**config.mk**
```make
export PLATFORM = sky130hd
export DESIGN_NAME = dual_bank_regport
export DESIGN_NICKNAME = d
export VERILOG_FILES = /design/src/rtl/rp_pkg.sv /design/src/rtl/rp_decode.sv /design/src/rtl/rp_bank.sv /design/src/rtl/rp_ctl_reg.sv /design/src/rtl/dual_bank_regport.sv
export SDC_FILE = /design/constraint.sdc
export NUM_CORES = 1
export LEC_CHECK = 0
export ABC_AREA = 1
export BUFFER_PORTS_ARGS = -buffer_cell sky130_fd_sc_hd__buf_2
export CAP_MARGIN = 0
export CORE_ASPECT_RATIO = 0.6
export CORE_UTILIZATION = 58
export CTS_BUF_LIST = sky130_fd_sc_hd__clkbuf_4 sky130_fd_sc_hd__clkbuf_8
export DETAILED_ROUTE_END_ITERATION = 12
export GPL_ROUTABILITY_DRIVEN = 1
export PLACE_DENSITY = 0.78
export SYNTH_ARGS = -nofsm -noshare
export SYNTH_HDL_FRONTEND = slang
export SYNTH_SLANG_ARGS = --single-unit
```
**constraint.sdc**
```tcl
create_clock -name clk -period 1.6 [get_ports clk]
set_input_delay 0.16 -clock clk [delete_from_list [all_inputs] [get_ports clk]]
set_output_delay 0.16 -clock clk [all_outputs]
set_load 0.02 [all_outputs]
```
**src/rtl/rp_pkg.sv**
```systemverilog
package rp_pkg;
    localparam int DATA_W        = 8;
    localparam int ADDR_W        = 4;
    localparam int REGS_PER_BANK = 12;
    localparam int NUM_BANKS     = 2;
    localparam int BCAST_BIT     = 0;
    localparam int BANK_A        = 0;
    localparam int BANK_B        = 1;
    localparam logic [ADDR_W-1:0] CTL_ADDR = ADDR_W'(REGS_PER_BANK);

    typedef logic [DATA_W-1:0] data_t;
    typedef logic [ADDR_W-1:0] addr_t;

    typedef enum logic [1:0] {
        TGT_NONE = 2'd0,
        TGT_BANK = 2'd1,
        TGT_CTL  = 2'd2
    } target_e;

    typedef struct packed {
        target_e tgt;
        addr_t   idx;
        logic    to_a;
    } route_t;

    function automatic route_t classify(logic cs_n, logic sel, addr_t a);
        route_t r;
        r.idx  = a;
        r.to_a = sel;
        if (cs_n)
            r.tgt = TGT_NONE;
        else if (int'(a) < REGS_PER_BANK)
            r.tgt = TGT_BANK;
        else if (a == CTL_ADDR)
            r.tgt = TGT_CTL;
        else
            r.tgt = TGT_NONE;
        return r;
    endfunction
endpackage

```
**src/rtl/rp_decode.sv**
```systemverilog
module rp_decode
    import rp_pkg::*;
(
    input  logic                 clk,
    input  logic                 rst,
    input  logic                 cs_n,
    input  logic                 bank_sel,
    input  addr_t                addr,
    input  logic                 wr_en,
    input  logic                 bcast,
    output logic [NUM_BANKS-1:0] bank_we,
    output logic                 ctl_we,
    output route_t               route
);
    always_comb begin
        route   = classify(cs_n, bank_sel, addr);
        bank_we = '0;
        ctl_we  = 1'b0;
        if (wr_en) begin
            unique case (route.tgt)
                TGT_BANK: begin
                    if (bcast)
                        bank_we = '1;
                    else if (route.to_a)
                        bank_we[BANK_A] = 1'b1;
                    else
                        bank_we[BANK_B] = 1'b1;
                end
                TGT_CTL:  ctl_we = 1'b1;
                default:  ;
            endcase
        end
    end


    no_write_deselected_chk: assert property (@(posedge clk) disable iff (rst)
        cs_n |-> (bank_we == '0 && !ctl_we));


    single_target_chk: assert property (@(posedge clk) disable iff (rst)
        !bcast |-> $onehot0({bank_we, ctl_we}));


    ctl_private_chk: assert property (@(posedge clk) disable iff (rst)
        ctl_we |-> (bank_we == '0));


    unmapped_quiet_chk: assert property (@(posedge clk) disable iff (rst)
        (!cs_n && int'(addr) > REGS_PER_BANK) |-> (bank_we == '0 && !ctl_we));
endmodule

```
**src/rtl/rp_bank.sv**
```systemverilog
module rp_bank
    import rp_pkg::*;
#(
    parameter int DEPTH = REGS_PER_BANK
) (
    input  logic  clk,
    input  logic  rst,
    input  logic  we,
    input  addr_t idx,
    input  data_t wd,
    output data_t rd
);
    data_t mem [DEPTH];

    always_ff @(posedge clk) begin
        if (rst) begin
            for (int i = 0; i < DEPTH; i++) mem[i] <= '0;
        end else if (we && int'(idx) < DEPTH) begin
            mem[idx] <= wd;
        end
    end

    always_comb begin
        rd = '0;
        for (int i = 0; i < DEPTH; i++)
            if (int'(idx) == i) rd = mem[i];
    end


    write_lands_chk: assert property (@(posedge clk) disable iff (rst)
        (we && int'(idx) < DEPTH) |=> (($past(idx) != idx) || rd == $past(wd)));
endmodule

```
**src/rtl/rp_ctl_reg.sv**
```systemverilog
module rp_ctl_reg
    import rp_pkg::*;
(
    input  logic  clk,
    input  logic  rst,
    input  logic  we,
    input  data_t wd,
    output data_t q
);
    always_ff @(posedge clk) begin
        if (rst)     q <= '0;
        else if (we) q <= wd;
    end


    ctl_hold_chk: assert property (@(posedge clk) disable iff (rst)
        !we |=> $stable(q));
endmodule

```
**src/rtl/dual_bank_regport.sv**
```systemverilog
module dual_bank_regport
    import rp_pkg::*;
(
    input  logic       clk,
    input  logic       rst,
    input  logic       cs_n,
    input  logic       bank_sel,
    input  logic [3:0] addr,
    input  logic       wr_en,
    input  logic       rd_en,
    input  logic [7:0] wdata,
    output logic [7:0] rdata
);
    logic [NUM_BANKS-1:0] bank_we;
    logic                 ctl_we;
    route_t               route;
    data_t                ctl_q;
    data_t                bank_rd [NUM_BANKS];

    rp_decode u_decode (
        .clk      (clk),
        .rst      (rst),
        .cs_n     (cs_n),
        .bank_sel (bank_sel),
        .addr     (addr),
        .wr_en    (wr_en),
        .bcast    (ctl_q[BCAST_BIT]),
        .bank_we  (bank_we),
        .ctl_we   (ctl_we),
        .route    (route)
    );

    rp_ctl_reg u_ctl (
        .clk (clk),
        .rst (rst),
        .we  (ctl_we),
        .wd  (wdata),
        .q   (ctl_q)
    );

    for (genvar b = 0; b < NUM_BANKS; b++) begin : g_bank
        rp_bank #(.DEPTH(REGS_PER_BANK)) u_bank (
            .clk (clk),
            .rst (rst),
            .we  (bank_we[b]),
            .idx (route.idx),
            .wd  (wdata),
            .rd  (bank_rd[b])
        );
    end

    always_comb begin
        rdata = '0;
        if (rd_en) begin
            unique case (route.tgt)
                TGT_BANK: rdata = route.to_a ? bank_rd[BANK_A] : bank_rd[BANK_B];
                TGT_CTL:  rdata = ctl_q;
                default:  rdata = '0;
            endcase
        end
    end


    bcast_both_chk: assert property (@(posedge clk) disable iff (rst)
        (ctl_q[BCAST_BIT] && wr_en && !cs_n && int'(addr) < REGS_PER_BANK)
            |-> (bank_we == '1));


    idle_read_chk: assert property (@(posedge clk) disable iff (rst)
        !rd_en |-> (rdata == '0));


    deselect_read_chk: assert property (@(posedge clk) disable iff (rst)
        cs_n |-> (rdata == '0));


    ctl_update_chk: assert property (@(posedge clk) disable iff (rst)
        (wr_en && !cs_n && addr == CTL_ADDR) |=> (ctl_q == $past(wdata)));
endmodule

```
---- After elaboration in Yosys (flattened, before gate mapping) ----
Memories as Yosys holds them, arrays and structs flattened.
Cells that the tools add are included.
storage, ports and cells
  RAM bits ................................ 192
  output and inout bits ................... 8
  bits in registers ....................... 8
  word-level logic and storage cells ...... 74
  input port bits ......................... 18
  memories ................................ 2
operators by class
  reduce and logical (&&, ||, !) cells .... 5
  order comparisons ....................... 1
  equality and inequality tests ........... 14
  muxes and demuxes ....................... 51
memories
  memory                depth  width  read ports  clocked after Yosys merged registers in  wr ports  line           RTL
  g_bank[0].u_bank.mem  12     8      12          0                                        12        rp_bank.sv:13  data_t mem [DEPTH];
  g_bank[1].u_bank.mem  12     8      12          0                                        12        rp_bank.sv:13
operators by type and width
  operator                                             count
  two-way mux 8 bit                                    28
  equality test 4 bit, second input constant           9
  one-hot mux 8 bit (2 select lines)                   1
  OR reduction 8 bit                                   2
  two-way mux 1 bit                                    14
  two-way mux 2 bit                                    6
  equality test 4 x 3 -> 1 bit, second input constant  2
  two-way mux 4 bit                                    2
  equality test 4 x 2 -> 1 bit, second input constant  1
  logical NOT 4 bit                                    1
  less-than comparator 4 bit, second input constant    1
  equality test 2 x 1 -> 1 bit, second input constant  1
  equality test 2 bit, second input constant           1
  logical AND 1 bit                                    2

---- Depth between registers and ports, before layout ----
Gate-level depths: netlist of the first run.
  depth in word-level cells ............... 16
  depth in mapped cells ................... 14
  depth with buffers taken out ............ 13

---- By module ----
Synthesis of the first run repeated with hierarchy kept, for this count alone.
unflattened totals
  cell total of the unflattened synthesis .. 1032
  area, all modules ....................... 9582.9 um2
modules (own cells, without submodules)
  module             area each (um2)  times used  cells each
  rp_bank            4362.9           2           448
  dual_bank_regport  417.9            1           66
  rp_ctl_reg         341.6            1           51
  rp_decode          97.6             1           19

---- Worst setup path after synthesis of the first run ----
Ideal clock, no wire load.
  kind .................................... input-to-reg
  from .................................... input port addr[2]
  to ...................................... memory g_bank[0].u_bank.mem[10][0] in the netlist's numbering, enable pin
  library setup time ...................... 329 ps
  stages .................................. 6
  setup slack ............................. -79 ps
  data arrival time ....................... 1350 ps
  cells stage by stage .................... a21oi_2 nand3_1 a21oi_1 buf_2 nand2_1 nand2_1
RTL lines
  element             line                    RTL
  start: declaration  dual_bank_regport.sv:8  input logic [3:0] addr,
  end: declaration    rp_bank.sv:13

==> results of run 1 <==
## synthesized netlist by cell type (all sizes together)
cell type    n  area, um^2
nand2      246         928
nor4         1        21.3
edfxtp     192        5770
a21oi       25         129
nand3       55         275
buf         20         108
inv         76         285
nand4       32         200
o21ai       10        50.0
clkbuf      21        78.8
clkinv       9        33.8
or2         23         144
dfxtp        8         160
nor2       249         985
## critical path: stages (launching register included)
cell	delay (ns)
edfxtp_1	0.39
nand3_1	0.09
nand2_1	0.07
nor2_2	0.10
nand4_1	0.10
nor2_1	0.11
nand4_1	0.13
nand2_1	0.12
nand2_2	0.10
nand3_2	0.11
a21oi_2	0.06
buf_6	0.14
## cell type report
type,instances,area [um^2],share of cell area
clock buffer,17,234,0.0212
clock inverter,15,140,0.0127
inverter,85,319,0.0289
multi-input combinational,641,2920,0.264
sequential,200,5930,0.537
tap,203,254,0.0230
timing repair buffer,146,1240,0.113
## kinds of logic after synthesis
group | count (synthesis)
AND/OR/NAND/NOR | 606
flip-flops | 200
buffers and inverters | 126
AO/OA/AOI/OAI | 35
## state kept, by name, indices dropped and copies added (netlist names)
name,flops
u_ctl.q,8
g_bank.u_bank.mem,192
## path summary, 6_finish.rpt
kind / startpoint / end / slack [ns] / cells after the start
hold / removal: wr_en / u_ctl.q[0] / 0.06 / 4
setup reg to reg: u_ctl.q[0] / g_bank[0].u_bank.mem[0][1] / 0.10 / 5
setup / recovery: g_bank[0].u_bank.mem[0][1] / rdata[1] / -0.57 / 11
hold reg to reg: u_ctl.q[0] / u_ctl.q[0] / 0.51 / 2
## where the power goes
group | leakage, nW | internal [mW] | switching, mW
clock network | 0.180 | 1.14 | 1.94
registers | 2.05 | 5.89 | 0.0635
logic | 2.39 | 0.328 | 0.630
## per-stage QoR
step,instances,TNS (ns),hold WS (ns)
6_report,1307,-4.31,0.0588
5_1_grt,1307,-5.23,0.0653
4_1_cts,1307,-4.59,0.0315
3_5_place_dp,1274,-66.39,0.479
3_3_place_gp,1274,-49.07,0.470
2_1_floorplan,967,-3.24,0.325
## timing repair
item,CTS,global route
hold buffers,1,0
hold endpoints to repair,1,0
pin swaps,7,23
setup endpoints to repair,8,16
resized for setup,14,33
setup buffers,0,0
## layer usage
metal  track usage  up-vias  routed length [um]
li1              -     3414                   -
met3        0.0959       42                3700
met1         0.477     3471               10300
met5             0        -                   0
met2         0.475      483               10600
met4        0.0812        0                 369
==> impl_metrics.ini, run 1 <==
[clock_tree]
cts.sinks = 200
cts_root_buffer = clkbuf_8
cts_buffer_depth = 2
clkLatencyLatePin_ns = 0.48
clk_pin_slew_ns = 0.11
h-tree-depth = 4
cts_tree = yes
cts_buffers = 17

[sta]
hold_viol = 0
finalSetupViolations = 8
worst_slack_ns = -0.574
slew_headroom = 0.670
slew_violations = 0
timing.final.crit_share = 1.36
rsz0062_at_grt = yes
fmax_mhz = 460
tightest_slew_ns = 0.494
fin_crit_ns = 2.17
fin_skew_ns = 0.0118

[finish]
final_common_cell = nor2_1
drive_gt1_frac = 0.229
antennaDiodeCount = 0
area_delta_synth_final_pct = 20.4
final_area_um2 = 11000
nNetsFinal = 1109
nFillCells = 1071
finish.utilization = 0.718
layout_common_cells = nor2_1, nand2_1, edfxtp_1

[place]
port_buffers = 25
gp_congestion = 0.900
post_dp_cell_area_um2 = 10500
dp_hpwl_um = 17000
post-place-ws_ns = -0.522

[synth]
ys_ff_latch = 200
synth_area_per_cell_um2 = 9.48
netlist_area_um2 = 9160
synthMuxAreaShare = 0
syn-num-nets = 985
yosysSeqAreaShare = 0.647
synth_top_family_by_area = simple AND/OR/NAND/NOR gates
yosysWarnings = 0
synthCells = 967
synthDistinctLibCells = 22
synth_xor_area_frac = 0
synthAdderAreaFrac = 0
synthSimpleGateAreaFrac = 0.279
synth-compound-area-share = 0.0195

[pwr]
ir_worst_vdd_mv = 0.535
p_leak_nw = 4.62
powerDensity_nw_per_um2 = 906
totalPowerFinal_mw = 10.0

[drt]
dr.pass1.iters = 6
routedWlPerCell_um = 19.1
drtAntennaViolNets = 0
drc = 0
vias_per_cell = 5.67
routed-via-count = 7410
initialDrtViolationCount = 1052
routed_wl_um = 25000

[worst_setup_path]
crit_arrival_ns = 2.01
required_ns = 1.44
path_class = reg2out
end_kind = primary output
critPathMaxFanout = 1
start_kind = register

[global_route]
antenna_found_initial = 0
grt-ovfl-total = 0
grt_max_degree = 33
grt_usage = 0.324
grt_pass1_vias = 7008
grt_first_pass_wirelength_um = 37900

[die]
ios = 26
die_area_um2 = 16300
initial_core_util = 0.596
rows = 35
core-area_um2 = 15400
die_w_um = 164
die_y_um = 99.4

[status]
violations = setup timing
status = finished, violations left

[min_path]
hold_path.class = in2reg

[job]
drv_cap = 0
No activity file was read; power rests on OpenSTA's default activity.
==> run 2, diff against run 1 <==
--- a/config.mk
+++ b/config.mk
@@ -13,7 +13,7 @@
 export CTS_BUF_LIST = sky130_fd_sc_hd__clkbuf_4 sky130_fd_sc_hd__clkbuf_8
 export DETAILED_ROUTE_END_ITERATION = 12
 export GPL_ROUTABILITY_DRIVEN = 1
-export PLACE_DENSITY = 0.78
+export PLACE_DENSITY = 0.89
 export SYNTH_ARGS = -nofsm -noshare
 export SYNTH_HDL_FRONTEND = slang
 export SYNTH_SLANG_ARGS = --single-unit
==> impl_metrics.ini, run 2 (synthesis gave the netlist of run 1 again) <==
[status]
status = finished, violations left
violations = setup timing

[finish]
final_area_um2 = 11000
nFillCells = 1030
seqCellArea_um2 = 5930
antennaDiodeCount = 0
final_common_cell = nand2_1
multi_input_area_um2 = 2850
fin_cells = 1302
area_delta_synth_final_pct = 20.0
largest_register_ffs = 192
top_register = g_bank.u_bank.mem
finish.utilization = 0.716
layout_common_cells = nand2_1, nor2_1, edfxtp_1
drive_gt1_frac = 0.213
nNetsFinal = 1104
reg.largest.list = g_bank.u_bank.mem (192), u_ctl.q (8)

[place]
post_dp_cell_area_um2 = 10500
dp_hpwl_um = 16600
numPlacedInstances = 1266
port_buffers = 25
gp_congestion = 0.934

[worst_setup_path]
path_class = reg2out
r2r_setup_slack_ns = 0.06
slowest_stage = edfxtp_1
timing.rr.start = u_ctl.q[0]
startpoint = g_bank[0].u_bank.mem[1][7]
worst-path-buf-inv = 1
start_kind = register
crit_family = simple AND/OR/NAND/NOR gates
path_cells = nand3_2 -> nand2_2 -> nor2_2 -> nand4_1 -> nor2_1 -> nand4_1 -> nand2_1 -> nand2_1 -> nand3_2 -> a21oi_2 -> buf_4
critPathMaxFanout = 1
crit_arrival_ns = 2.18
cp_slowest_stage_delay_ns = 0.40
end_kind = primary output
required_ns = 1.44

[clock_tree]
cts_root_buffer = clkbuf_8
cts_buffer_depth = 2
cts.sinks = 200
clkLatencyLatePin_ns = 0.47
cts_buffers = 17
clk_pin_slew_ns = 0.11
h-tree-depth = 4
cts_tree = yes

[sta]
slew_headroom = 0.689
tightest_slew_ns = 0.466
finalSetupViolations = 8
fin_skew_ns = 0.0109
fin_crit_ns = 2.34
hold_viol = 0
slew_violations = 0
fmax_mhz = 427
worst_slack_ns = -0.741
rsz0062_at_grt = yes
timing.final.crit_share = 1.46

[drt]
drtAntennaViolNets = 0
dr.pass1.iters = 5
vias_per_cell = 5.69
initialDrtViolationCount = 1044
routedWlPerCell_um = 18.5
routed_wl_um = 24100
drc = 0
routed-via-count = 7406

[pwr]
p_leak_nw = 4.62
ir_worst_vdd_mv = 0.564
powerDensity_nw_per_um2 = 915
totalPowerFinal_mw = 10.1

[min_path]
hp-start = wdata[5]
hold_path.class = in2reg

[die]
initial_core_util = 0.596
ios = 26
core-area_um2 = 15400
die_y_um = 99.4
die_area_um2 = 16300
rows = 35
die_w_um = 164

[global_route]
grt_usage = 0.313
grt_first_pass_wirelength_um = 37000
grt_pass1_vias = 7065
antenna_found_initial = 0
grt_max_degree = 33
grt-ovfl-total = 0

[job]
drv_cap = 0
-- run 2: cell types whose count changed in the layout (fill, tap and decap cells not counted), moves of 3 or more --
cell     before  now
buf_4       107   94
nand3_1      40   49
nand3_2      15    6
buf_12       14   20
nand2_1     231  236
nand2_2      14    9
buf_2        19   22
-- run 2: area by class of cell --
type | instances | area share
flip-flops and latches | 200 | 0.539
clock buffers | 18 | 0.0220
repair buffers | 141 | 0.115
multi-input cells | 641 | 0.259
clock inverters | 14 | 0.0126
well taps | 203 | 0.0231
inverters | 85 | 0.0290
-- run 2: what timing repair did --
| item | in CTS | in global routing |
|---|---|---|
| hold buffers | 2 | 0 |
| endpoints found under the setup margin | 8 | 27 |
| resized for setup | 7 | 21 |
| pin swaps | 3 | 13 |
| endpoints found under the hold margin | 1 | 0 |
| gates cloned | 0 | 1 |
| setup buffers | 0 | 1 |
-- run 2: per-stage QoR --
stage	hold WS, ns	setup slack [ns]	setup TNS (ns)
finish	0.263	-0.741	-4.90
global route	0.257	-0.806	-5.67
CTS	0.249	-0.662	-4.70
detailed placement	0.484	-0.564	-61.81
global placement	0.450	-0.490	-53.82
floorplan	0.325	-0.0675	-3.24
-- run 2: worst paths after layout --
| kind | cells past startpoint | endpoint |
|---|---|---|
| worst max register to register | 6 | g_bank[1].u_bank.mem[9][5] |
| worst max-delay path | 11 | rdata[7] |
| worst min-delay path | 4 | u_ctl.q[5] |
| worst min register to register | 2 | u_ctl.q[3] |
-- run 2: metal layers --
layer	GRT usage	share of wire
met2	0.462	0.44
met4	0.120	0.027
met3	0.0763	0.14
met5	0	0
met1	0.452	0.40
-- run 2: where the power goes --
part | internal [mW] | total, mW | leakage (nW) | switching [mW]
Combinational | 0.330 | 0.951 | 2.38 | 0.621
Sequential | 5.89 | 5.95 | 2.05 | 0.0552
Clock | 1.29 | 3.17 | 0.192 | 1.87
Total | 7.51 | 10.1 | 4.62 | 2.55
-- run 2: tightest hold or removal path, cell delays in order --
cell and delay (ns):
buf_2 0.08, clkinv_1 0.04, buf_4 0.25, a21oi_1 0.16
